[config.mk]
export PLATFORM = sky130hd
export DESIGN_NAME = dual_serial_tx
export DESIGN_NICKNAME = d
export VERILOG_FILES = /design/src/rtl/dstx_pkg.sv /design/src/rtl/dstx_csr.sv /design/src/rtl/dstx_hold.sv /design/src/rtl/dstx_engine.sv /design/src/rtl/dual_serial_tx.sv
export SDC_FILE = /design/constraint.sdc
export NUM_CORES = 1
export LEC_CHECK = 0
export BUFFER_PORTS_ARGS = -buffer_cell sky130_fd_sc_hd__clkbuf_2
export CAP_MARGIN = 40
export CORE_MARGIN = 2
export CORE_UTILIZATION = 60
export DETAILED_ROUTE_END_ITERATION = 8
export PLACE_DENSITY = 0.88
export SYNTH_ARGS = -nofsm -noshare
export SYNTH_HDL_FRONTEND = slang
export SYNTH_HIERARCHICAL = 1
export SYNTH_SLANG_ARGS = --single-unit
export TNS_END_PERCENT = 1
[constraint.sdc]
create_clock -name clk -period 4.9 [get_ports clk]
set_input_delay 0.735 -clock clk [delete_from_list [all_inputs] [get_ports clk]]
set_output_delay 0.735 -clock clk [all_outputs]
set_load 0.02 [all_outputs]
[src/rtl/dstx_pkg.sv]
package dstx_pkg;
  typedef struct packed {
    logic csrc;
    logic nine;
    logic txen;
    logic sync;
    logic brgh;
    logic bit9;
  } dstx_ctl_t;

  localparam int F_CSRC  = 7;
  localparam int F_NINE  = 6;
  localparam int F_TXEN  = 5;
  localparam int F_SYNC  = 4;
  localparam int F_BRGH  = 2;
  localparam int F_EMPTY = 1;
  localparam int F_BIT9  = 0;
endpackage

[src/rtl/dstx_csr.sv]
module dstx_csr
  import dstx_pkg::*;
(
  input  logic      clk,
  input  logic      rst_n,
  input  logic      wr_en,
  input  logic [7:0] wdata,
  input  logic      empty,
  output dstx_ctl_t ctl,
  output logic [7:0] rdata
);
  logic unused_wbits;
  assign unused_wbits = &{1'b0, wdata[3], wdata[F_EMPTY]};

  always_ff @(posedge clk or negedge rst_n) begin
    if (!rst_n) begin
      ctl <= '0;
    end else if (wr_en) begin
      ctl.csrc <= wdata[F_CSRC];
      ctl.nine <= wdata[F_NINE];
      ctl.txen <= wdata[F_TXEN];
      ctl.sync <= wdata[F_SYNC];
      ctl.brgh <= wdata[F_BRGH];
      ctl.bit9 <= wdata[F_BIT9];
    end
  end

  always_comb begin
    rdata          = '0;
    rdata[F_CSRC]  = ctl.csrc;
    rdata[F_NINE]  = ctl.nine;
    rdata[F_TXEN]  = ctl.txen;
    rdata[F_SYNC]  = ctl.sync;
    rdata[F_BRGH]  = ctl.brgh;
    rdata[F_EMPTY] = empty;
    rdata[F_BIT9]  = ctl.bit9;
  end
endmodule

[src/rtl/dstx_hold.sv]
module dstx_hold #(
  parameter int DATA_W = 8
) (
  input  logic              clk,
  input  logic              rst_n,
  input  logic              in_valid,
  input  logic [DATA_W-1:0] in_data,
  output logic              in_ready,
  input  logic              take,
  output logic              full,
  output logic [DATA_W-1:0] data
);
  assign in_ready = !full;

  always_ff @(posedge clk or negedge rst_n) begin
    if (!rst_n) begin
      full <= 1'b0;
      data <= '0;
    end else if (in_valid && in_ready) begin
      full <= 1'b1;
      data <= in_data;
    end else if (take) begin
      full <= 1'b0;
    end
  end
endmodule

[src/rtl/dstx_engine.sv]
module dstx_engine
  import dstx_pkg::*;
#(
  parameter int DATA_W = 8,
  parameter int OSR_LO = 64,
  parameter int OSR_HI = 16
) (
  input  logic              clk,
  input  logic              rst_n,
  input  dstx_ctl_t         ctl,
  input  logic              hold_full,
  input  logic [DATA_W-1:0] hold_data,
  input  logic              tick,
  input  logic              sclk_in,
  input  logic              rx_active,
  output logic              load,
  output logic              busy,
  output logic              txd,
  output logic              sclk
);
  localparam int SH_W   = DATA_W + 3;
  localparam int CNT_W  = $clog2(OSR_LO);
  localparam int LEFT_W = $clog2(SH_W + 1);
  localparam logic [CNT_W-1:0] LO_LAST = CNT_W'(OSR_LO - 1);
  localparam logic [CNT_W-1:0] HI_LAST = CNT_W'(OSR_HI - 1);

  logic [SH_W-1:0]   sh;
  logic [LEFT_W-1:0] left;
  logic [CNT_W-1:0]  cnt;
  logic [2:0]        sin;
  logic              master, slave, allowed, fall, adv;
  logic [SH_W-1:0]   frame;
  logic [LEFT_W-1:0] nbits;

  assign master  = ctl.sync && ctl.csrc;
  assign slave   = ctl.sync && !ctl.csrc;
  assign allowed = ctl.txen && !(ctl.sync && rx_active);
  assign load    = !busy && hold_full && allowed && (slave || tick);
  assign fall    = sin[2] && !sin[1];

  always_comb begin
    if (ctl.sync) begin
      frame = {2'b11, (ctl.nine ? ctl.bit9 : 1'b1), hold_data};
      nbits = LEFT_W'(ctl.nine ? DATA_W + 1 : DATA_W);
    end else begin
      frame = {1'b1, (ctl.nine ? ctl.bit9 : 1'b1), hold_data, 1'b0};
      nbits = LEFT_W'(ctl.nine ? DATA_W + 3 : DATA_W + 2);
    end
  end

  always_comb begin
    if (!busy)       adv = 1'b0;
    else if (!ctl.sync) adv = tick && (cnt == (ctl.brgh ? HI_LAST : LO_LAST));
    else if (master) adv = tick && sclk;
    else             adv = fall;
  end

  always_ff @(posedge clk or negedge rst_n) begin
    if (!rst_n) sin <= '0;
    else        sin <= {sin[1:0], sclk_in};
  end

  always_ff @(posedge clk or negedge rst_n) begin
    if (!rst_n) begin
      busy <= 1'b0;
      sh   <= '1;
      left <= '0;
      cnt  <= '0;
      sclk <= 1'b0;
    end else if (!busy) begin
      cnt  <= '0;
      sclk <= 1'b0;
      if (load) begin
        busy <= 1'b1;
        sh   <= frame;
        left <= nbits - LEFT_W'(1);
      end
    end else begin
      if (!ctl.sync && tick) cnt <= adv ? '0 : cnt + CNT_W'(1);
      if (master && tick)    sclk <= !sclk;
      if (adv) begin
        if (left == '0) begin
          busy <= 1'b0;
        end else begin
          sh   <= {1'b1, sh[SH_W-1:1]};
          left <= left - LEFT_W'(1);
        end
      end
    end
  end

  assign txd = busy ? sh[0] : 1'b1;
endmodule

[src/rtl/dual_serial_tx.sv]
module dual_serial_tx
  import dstx_pkg::*;
#(
  parameter int DATA_W = 8,
  parameter int OSR_LO = 64,
  parameter int OSR_HI = 16
) (
  input  logic              clk,
  input  logic              rst_n,
  input  logic              csr_wr_en,
  input  logic [7:0]        csr_wdata,
  output logic [7:0]        csr_rdata,
  input  logic              data_valid,
  input  logic [DATA_W-1:0] data_in,
  output logic              data_ready,
  input  logic              baud_tick,
  input  logic              rx_active,
  input  logic              sclk_i,
  output logic              txd,
  output logic              sclk_o,
  output logic              sclk_oe
);
  dstx_ctl_t         ctl;
  logic              busy, load, hold_full, sclk;
  logic [DATA_W-1:0] hold_data;

  dstx_csr u_csr (
    .clk(clk), .rst_n(rst_n), .wr_en(csr_wr_en), .wdata(csr_wdata),
    .empty(!busy), .ctl(ctl), .rdata(csr_rdata)
  );

  dstx_hold #(.DATA_W(DATA_W)) u_hold (
    .clk(clk), .rst_n(rst_n), .in_valid(data_valid), .in_data(data_in),
    .in_ready(data_ready), .take(load), .full(hold_full), .data(hold_data)
  );

  dstx_engine #(.DATA_W(DATA_W), .OSR_LO(OSR_LO), .OSR_HI(OSR_HI)) u_eng (
    .clk(clk), .rst_n(rst_n), .ctl(ctl), .hold_full(hold_full),
    .hold_data(hold_data), .tick(baud_tick), .sclk_in(sclk_i),
    .rx_active(rx_active), .load(load), .busy(busy), .txd(txd), .sclk(sclk)
  );

  assign sclk_oe = ctl.sync && ctl.csrc;
  assign sclk_o  = sclk && sclk_oe;
endmodule

==> flow_summary_export.csv, run 1 <==
group,metric,value,unit
status,outcome,"completed",
setup_path,critPathBufInv,0,
layout,final_common_cell,"clkbuf_2",
setup_path,worstSetupEndpointType,"flop",
setup_path,critPathKind,"reg -> reg",
floorplan,coreArea,3610,um2
layout,num-fill-cells,253,
cts,postCtsSetupBuffers,0,
cts,cts_max_path_buffers,2,
layout,area_growth,8.66,%
cts,cts-hold-fix-buffers,0,
placement,dp_hpwl,2.84,mm
setup_path,critPathMaxFanout,21,
grt,gr-usage-all-layers,21.6,%
placement,portBuffers,31,
power_and_ir_drop,ir_drop,336,uV
layout,layout_common_cells,"31 x clkbuf_2, 30 x dfrtp_1, 23 x mux2_4",
floorplan,initial_core_util,61.7,%
cts,cts_buffers,5,
sta,max_freq,0.406,GHz
synthesis,synth_warnings,6,
synthesis,synthDistinctLibCells,50,
routing,drc_errors,0,
grt,grt_pass1_vias,1509,
grt,grt_pass1_wl,6.80,mm
synthesis,synthArstFlopShare,100,%
synthesis,seq_area_frac_synth,45.6,%
sta,worstMarginPinSlew,785,ps
sta,rsz0062_at_grt,"false",
cts,cts_resized,0,
layout,post-route-util,67.0,%
grt,antenna_found_initial,0,
floorplan,row_count,22,
synthesis,syn_inst,186,
synthesis,ys_ff_latch,40,
setup_path,cp_data_required_time,5120,ps
sta,tns,0,ps
synthesis,synth_nets,211,
cts,path_clk_slew,70,ps
setup_path,cp-start-kind,"flop",
setup_path,crit_start,"u_csr/ctl[2]",
floorplan,ios,35,
setup_path,cp_slowest_cell,"dfrtp_1",
sta,timing_hold_violations_final,0,
synthesis,synth.avg_cell_area,12.0,um2
setup_path,r2r-start,"u_csr/ctl[2]",
sta,fin_crit_sh,50.3,%
setup_path,arrival,2680,ps
layout,drive_above_1_share,39.3,%
setup_path,critPathTopFamily,"compound AO/OA/AOI/OAI gates",
setup_path,slowest_delay,850,ps
routing,routed_wl,4.06,mm
routing,firstDrtPassIters,4,
synthesis,synth_flop_cell,"dfrtp_1",
floorplan,die_h,64.9,um
sta,final.min_clock_period,2460,ps
power_and_ir_drop,cellPowerDensity,475,nW/um2
synthesis,syn_area,2220,um2
cts,cts_max_level,2,
sta,setup_viol,0,
synthesis,synth-edff-count,0,
grt,grt_start_max_net_pins,37,
layout,antenna_cells,0,
hold_path,hp-class,"in -> async",
routing,via_per_inst,5.71,
layout,nets,235,
grt,overflow,0,
routing,ant_nets,0,
sta,slew_violations,0,
power_and_ir_drop,leakage,0.00121,uW
floorplan,die-area,4210,um2
cts,cts_tree,"done",
setup_path,cp_cell_sequence,"nand2b_2, o311a_1, a22oi_4, mux2_2",
floorplan,fp.dieW,64.9,um
cts,worst_skew_pair.late_latency,290,ps
routing,dr.first_iter.drc_count,63,
sta,max_slew_margin,47.6,%
routing,vias,1479,
routing,routedWlPerCell,15.7,um
cts,cts.sink_count,40,
placement,gp_congestion,0.865,
cts,cts-root-buf,"clkbuf_8",
sta,finClkSkew,4.12,ps
job,cap_violations,0,
[report_power, final]
part	internal, uW	switching [uW]	total (uW)
logic	219	168	386
registers	456	96.0	552
clock network	99.9	110	210
total	774	373	1150
[registers in the layout (all words and copies together) (netlist names)]
register	cells
u_eng/sclk	1
u_eng/left	4
u_hold/data	8
u_hold/full	1
u_eng/sh	10
u_eng/sin	3
u_eng/busy	1
u_eng/cnt	6
u_csr/ctl	6
[cell families (layout without fill, tap and decap cells)]
group | Yosys count | in the layout | share of synthesized area, %
AND/OR/NAND/NOR | 47 | 47 | 11.6
flip-flops | 40 | 40 | 45.6
multiplexers | 36 | 36 | 21.5
other | 1 | 1 | 0.169
XOR/XNOR | 1 | 1 | 0.394
buffers and inverters | 26 | 51 | 7.76
adder cells (fa/ha/maj) | 2 | 2 | 1.12
AO/OA/AOI/OAI | 33 | 33 | 11.8
[cell type report]
class                           instances  area (um2)  area share, %
Sequential cell                        40        1010           41.9
Tap cell                               48        60.1           2.48
Clock buffer                            7        76.3           3.16
Multi-Input combinational cell        120        1040           43.0
Timing Repair Buffer                   34         190           7.87
Inverter                                9        33.8           1.40
Clock inverter                          1        5.00          0.207
[cell usage after synthesis (3+ instances only)]
cell type	n	share of area, %
dfrtp_1	30	34
mux2_4	23	16
nand2_1	16	2.7
o21ai_0	13	2.9
dfstp_2	10	12
mux2i_1	10	4.5
buf_4	9	3.0
inv_1	9	1.5
nand3_1	5	1.1
nor2_1	5	0.84
a22o_1	3	1.2
buf_6	3	1.5
mux2_2	3	1.5
nand4_1	3	0.84
[through the flow]
| stage | cell area [um2] | std cells | power (uW) | setup slack [ps] | hold slack (ps) |
|---|---|---|---|---|---|
| after floorplan | 2220 | 186 | 856 | 2980 | 331 |
| after global placement | 2310 | 249 | 907 | 2530 | 336 |
| after detailed placement | 2340 | 251 | 937 | 2470 | 343 |
| after CTS | 2420 | 259 | 1150 | 2450 | 304 |
| after global routing | 2420 | 259 | 1220 | 2360 | 311 |
| final | 2420 | 259 | 1150 | 2440 | 302 |
[worst paths after layout]
path,slack [ps],cells after the start,end
worst max-delay path,2440,4,u_eng/sh[0]
worst min-delay path,300,1,u_csr/ctl[1]
worst max register to register,2440,4,u_eng/sh[0]
worst min register to register,360,0,u_eng/sin[1]
max in group asynchronous,4080,2,u_eng/sh[1]
min in group clk,360,0,u_eng/sin[1]
[worst reg2reg max path: stages (launching register included)]
cell      delay [ps]
dfrtp_1          850
nand2b_2         170
o311a_1          430
a22oi_4          530
mux2_2           410
[metal layers]
metal  vias up  routed length (um)  GRT usage (%)
li1        702                   -              -
met2        37                2020           35.4
met1       728                1810           27.1
met5         -                   0              0
met4         0                  94           9.57
met3        12                 134           5.21
Note: power is estimated with default switching activity, not from simulation.
==> run 2: changes to the inputs <==
--- a/config.mk
+++ b/config.mk
@@ -5,12 +5,13 @@
 export SDC_FILE = /design/constraint.sdc
 export NUM_CORES = 1
 export LEC_CHECK = 0
+export ABC_AREA = 1
 export BUFFER_PORTS_ARGS = -buffer_cell sky130_fd_sc_hd__clkbuf_2
 export CAP_MARGIN = 40
 export CORE_MARGIN = 2
-export CORE_UTILIZATION = 60
+export CORE_UTILIZATION = 51
 export DETAILED_ROUTE_END_ITERATION = 8
-export PLACE_DENSITY = 0.88
+export PLACE_DENSITY = 0.8
 export SYNTH_ARGS = -nofsm -noshare
 export SYNTH_HDL_FRONTEND = slang
 export SYNTH_HIERARCHICAL = 1
==> constraint.sdc (replaced) <==
create_clock -name clk -period 2.2 [get_ports clk]
set_input_delay 0.33 -clock clk [delete_from_list [all_inputs] [get_ports clk]]
set_output_delay 0.33 -clock clk [all_outputs]
set_load 0.02 [all_outputs]
==> flow_summary_export.csv, run 2 <==
group,metric,value,unit
synthesis,synthTopCellsByCount,"97 x nand2_1, 36 x nand3_1, 30 x dfrtp_1",
layout,area_growth,9.87,%
cts,cts_tree,"done",
synthesis,synth_warnings,6,
synthesis,seq_area_frac_synth,46.5,%
floorplan,die-area,4810,um2
synthesis,synthTopCellsByArea,"dfrtp_1 34%, nand2_1 17%, dfstp_2 12%, nand3_1 8.3%, nand2_2 4.3%",
setup_path,rr_worst_depth,8,
setup_path,critPathMaxFanout,8,
layout,num-fill-cells,360,
power_and_ir_drop,leakage,0.00131,uW
cts,cts_max_path_buffers,2,
synthesis,yosys.area.top_type,"dfrtp_1",
synthesis,ys_ff_latch,40,
setup_path,cp-start-kind,"flop",
routing,routedWlPerCell,11.9,um
power_and_ir_drop,total_power,2780,uW
synthesis,synth.avg_cell_area,7.98,um2
routing,vias,1765,
cts,cts_resized,0,
routing,via_per_inst,5.04,
cts,cts-root-buf,"clkbuf_8",
setup_path,worstSetupEndpointType,"primary output",
power_and_ir_drop,cellPowerDensity,1160,nW/um2
floorplan,ios,35,
layout,largest_register_ff_count,10,
job,cap_violations,0,
sta,slew_violations,0,
cts,postCtsSetupBuffers,0,
grt,gr-usage-all-layers,18.6,%
cts,worst_skew_pair.late_latency,300,ps
routing,drc_errors,0,
sta,rsz0062_at_grt,"false",
floorplan,row_count,23,
sta,final.min_clock_period,1710,ps
routing,dr.first_iter.drc_count,86,
floorplan,coreArea,4060,um2
routing,firstDrtPassIters,4,
layout,regMostFlops,"u_eng/sh",
synthesis,synthArstFlopShare,100,%
cts,cts-hold-fix-buffers,0,
setup_path,critPathKind,"reg -> out",
placement,dp_hpwl,2.99,mm
layout,reg.largest.list,"u_eng/sh: 10 flops, u_hold/data: 8 flops",
sta,whs,69.7,ps
layout,drive_above_1_share,28.3,%
layout,nets,324,
grt,grt_pass1_wl,7.22,mm
sta,tns,0,ps
setup_path,arrival,1380,ps
grt,antenna_found_initial,0,
sta,timing_hold_violations_final,0,
status,outcome,"completed",
sta,setup_viol,0,
synthesis,synth-edff-count,0,
layout,final_common_cell,"nand2_1",
layout,layout_common_cells,"97 x nand2_1, 36 x nand3_1, 31 x clkbuf_2",
routing,ant_nets,0,
power_and_ir_drop,ir_drop,702,uV
cts,path_clk_slew,70,ps
cts,cts_max_level,2,
placement,gp_congestion,0.766,
setup_path,cp_data_required_time,1870,ps
placement,portBuffers,31,
floorplan,fp.dieW,69.4,um
grt,overflow,0,
grt,grt_pass1_vias,1714,
floorplan,initial_core_util,53.7,%
synthesis,synth_nets,298,
sta,max_freq,0.585,GHz
sta,fin_crit_sh,77.8,%
synthesis,synthDistinctLibCells,29,
sta,finClkSkew,4.72,ps
synthesis,synth_flop_cell,"dfrtp_1",
cts,cts_buffers,5,
floorplan,die_h,69.4,um
synthesis,syn_inst,273,
layout,antenna_cells,0,
synthesis,yosysMostFrequentCell,"nand2_1",
hold_path,hp-class,"in -> async",
routing,routed_wl,4.15,mm
synthesis,syn_area,2180,um2
cts,cts.sink_count,40,
grt,grt_start_max_net_pins,41,
synthesis,synth_top_area_share,34.4,%
run 2: metrics by stage:
step / utilization [%] / cell area [um2] / cells / setup WS (ps)
after global placement: 56.4 / 2290 / 342 / 651
after global routing: 59.0 / 2390 / 350 / 430
final: 59.0 / 2390 / 350 / 489
after floorplan: - / 2180 / 273 / 793
after CTS: 59.0 / 2390 / 350 / 493
after detailed placement: 56.4 / 2290 / 342 / 620
run 2: critical path, stage by stage, from the launching register on:
cell and delay, ps:
dfrtp_1 520, inv_1 120, or2_2 290, clkbuf_2 160
run 2: power by group:
group / switching [uW] / internal, uW / total, uW
Clock: 245 / 336 / 582
Sequential: 208 / 1040 / 1250
Combinational: 583 / 358 / 941
run 2: cell type report:
type                            instances  area, um2  area share, %
Multi-Input combinational cell        193        940           39.2
Clock inverter                          2       35.0           1.46
Inverter                               25       93.8           3.92
Tap cell                               50       62.6           2.61
Sequential cell                        40       1010           42.3
Clock buffer                            6       72.6           3.03
Timing Repair Buffer                   34        178           7.42
run 2: final timing paths:
| path | slack, ps | startpoint | end |
|---|---|---|---|
| min in group clk | 140 | sclk_i | u_eng/sin[0] |
| max in group asynchronous | 1760 | rst_n | u_eng/sh[5] |
| setup / recovery | 490 | u_eng/busy | txd |
| setup reg to reg | 590 | u_eng/cnt[0] | u_eng/left[3] |
| hold reg to reg | 360 | u_eng/sin[0] | u_eng/sin[1] |
| hold / removal | 70 | rst_n | u_csr/ctl[3] |
run 2: kinds of logic (layout without fill, tap and decap cells):
family	count (synthesis)	in the layout	share of synthesized area (%)
AO/OA/AOI/OAI	12	12	3.44
adder cells (fa/ha/maj)	2	2	1.15
AND/OR/NAND/NOR	175	175	37.1
XOR/XNOR	3	3	1.21
flip-flops	40	40	46.5
buffers and inverters	40	67	10.4
other	1	1	0.172
run 2: per-layer routing:
metal | part of all wire, % | GRT usage [%] | up-vias
li1 | - | - | 897
met1 | 44 | 22.0 | 813
met2 | 50 | 31.8 | 45
met3 | 4.1 | 4.22 | 10
met4 | 2.4 | 9.15 | 0
met5 | 0 | 0 | -
==> run 3: changes to the inputs <==
==> constraint.sdc (replaced) <==
create_clock -name clk -period 1.48 [get_ports clk]
set_input_delay 0.222 -clock clk [delete_from_list [all_inputs] [get_ports clk]]
set_output_delay 0.222 -clock clk [all_outputs]
set_load 0.02 [all_outputs]
==> flow_summary_export.csv, run 3 (synthesized netlist as in run 2, its figures left out) <==
group,metric,value,unit
setup_path,critPathKind,"reg -> out",
grt,gr-usage-all-layers,17.9,%
setup_path,critPathMaxFanout,3,
cts,worst_skew_pair.late_latency,290,ps
status,outcome,"completed",
floorplan,ios,35,
setup_path,cp_cell_sequence,"inv_1, or2_2, clkbuf_2",
setup_path,cp_slowest_cell,"dfrtp_1",
power_and_ir_drop,intPower,2520,uW
power_and_ir_drop,switching_power,1550,uW
sta,finClkSkew,4.91,ps
power_and_ir_drop,switching_share,38.1,%
power_and_ir_drop,leakage,0.00133,uW
power_and_ir_drop,p_comb_share,36.2,%
routing,routed_wl,4.08,mm
routing,dr.first_iter.drc_count,85,
layout,area_growth,12.9,%
cts,cts_max_path_buffers,2,
setup_path,arrival,1200,ps
placement,gp_congestion,0.750,
floorplan,initial_core_util,53.7,%
layout,final_common_cell,"nand2_1",
hold_path,min_to,"u_eng/sin[0]",
sta,rsz0062_at_grt,"true",
setup_path,r2r-start,"u_eng/cnt[0]",
grt,antenna_found_initial,0,
grt,grt_start_max_net_pins,41,
sta,max_freq,0.705,GHz
floorplan,coreArea,4060,um2
job,cap_violations,0,
layout,post-route-util,60.7,%
placement,dp_hpwl,2.87,mm
grt,grt_pass1_vias,1626,
setup_path,cp_data_required_time,1260,ps
layout,stdcell_area,2460,um2
hold_path,hold_depth,1,
layout,layout_common_cells,"97 x nand2_1, 36 x nand3_1, 31 x clkbuf_2",
floorplan,fp.dieW,69.4,um
routing,drc_errors,0,
setup_path,slowest_delay,390,ps
layout,regMostFlops,"u_eng/sh",
sta,timing_hold_violations_final,0,
routing,ant_nets,0,
setup_path,cp-start-kind,"flop",
routing,routedWlPerCell,11.4,um
sta,setup_viol,0,
cts,cts_max_level,2,
routing,firstDrtPassIters,4,
cts,cts_buffers,5,
cts,cts-root-buf,"clkbuf_8",
placement,portBuffers,31,
power_and_ir_drop,cellPowerDensity,1650,nW/um2
sta,fin_crit_sh,95.8,%
grt,overflow,0,
routing,vias,1757,
layout,reg.largest.list,"u_eng/sh: 10 flops, u_hold/data: 8 flops",
power_and_ir_drop,ir_drop,886,uV
sta,final.min_clock_period,1420,ps
layout,nets,331,
setup_path,reg2reg_slack,80,ps
placement,dpl_cell_area,2340,um2
grt,grt_pass1_wl,6.99,mm
cts,cts_tree,"done",
layout,antenna_cells,0,
power_and_ir_drop,clkPwrFrac,18.5,%
layout,drive_above_1_share,30.9,%
hold_path,hp-class,"in -> reg",
floorplan,die_h,69.4,um
routing,via_per_inst,4.92,
sta,slew_violations,0,
power_and_ir_drop,seqPwrFrac,45.4,%
setup_path,rr_worst_depth,8,
layout,largest_register_ff_count,10,
hold_path,min_from,"sclk_i",
floorplan,row_count,23,
cts,path_clk_slew,80,ps
setup_path,r2r_end,"u_eng/left[3]",
cts,cts.sink_count,40,
floorplan,die-area,4810,um2
setup_path,worstSetupEndpointType,"primary output",
run 3: cell types whose count changed in the layout (fill, tap and decap cells not counted), sizes merged:
cell | before | now
bufinv | 1 | 0
clkinv | 1 | 0
dlygate4sd3 | 0 | 1
buf | 3 | 9
clkinvlp | 0 | 2
run 3: metrics by stage:
stage	setup TNS, ps	setup slack, ps	total power, uW	std cells	hold WS, ps
3_3_place_gp	0	91.4	3260	348	306
5_1_grt	-471	-49.8	4390	357	18.0
2_1_floorplan	0	72.7	3010	273	-73.6
4_1_cts	0	18.1	4100	357	15.3
3_5_place_dp	0	48.4	3320	348	306
6_report	0	61.7	4070	357	30.9
run 3: worst max path at each step:
stage	startpoint	endpoint	slack, ps	cells after the start
3_5_place_dp	u_eng/cnt[0]	u_eng/left[3]	50	8
3_3_place_gp	u_eng/cnt[0]	u_eng/left[3]	90	8
6_report	u_eng/busy	txd	60	3
4_1_cts	u_csr/ctl[2]	sclk_o	20	4
5_1_grt	u_eng/cnt[0]	u_eng/sh[7]	-50	8
2_1_floorplan	u_eng/busy	u_eng/left[1]	70	6
run 3: per-layer routing:
layer	GRT usage (%)	vias to the layer above	wire (um)
met2	29.2	29	1910
met4	7.84	0	74
met1	23.0	822	1960
met3	3.92	5	132
met5	0	-	0
li1	-	901	-
run 3: critical path: cells and delay by family (launching register included):
family | cells | cell delay [ps]
simple gates | 1 | 270
flops | 1 | 390
buf+inv | 2 | 240
run 3: layout make-up:
cell class                 instances  area, um2
clock inverter                     2       15.0
clock buffer                       6       82.6
inverter                          25       93.8
fill                             346       1600
sequential                        40       1010
multi-input combinational        193        947
tap                               50       62.6
timing repair buffer              41        245
run 3: power groups by stage:
stage	Combinational, uW	Clock [uW]	Sequential, uW
finish	1470	752	1850
global route	1670	824	1900
CTS	1470	784	1850
detailed placement	1460	0	1860
global placement	1410	0	1850
floorplan	1220	0	1790
run 3: timing repair:
action / CTS / global route
setup buffers: 0 / 0
resized for setup: 0 / 3
endpoints found under the setup margin: 0 / 22
hold buffers: 1 / 0
endpoints found under the hold margin: 30 / 0
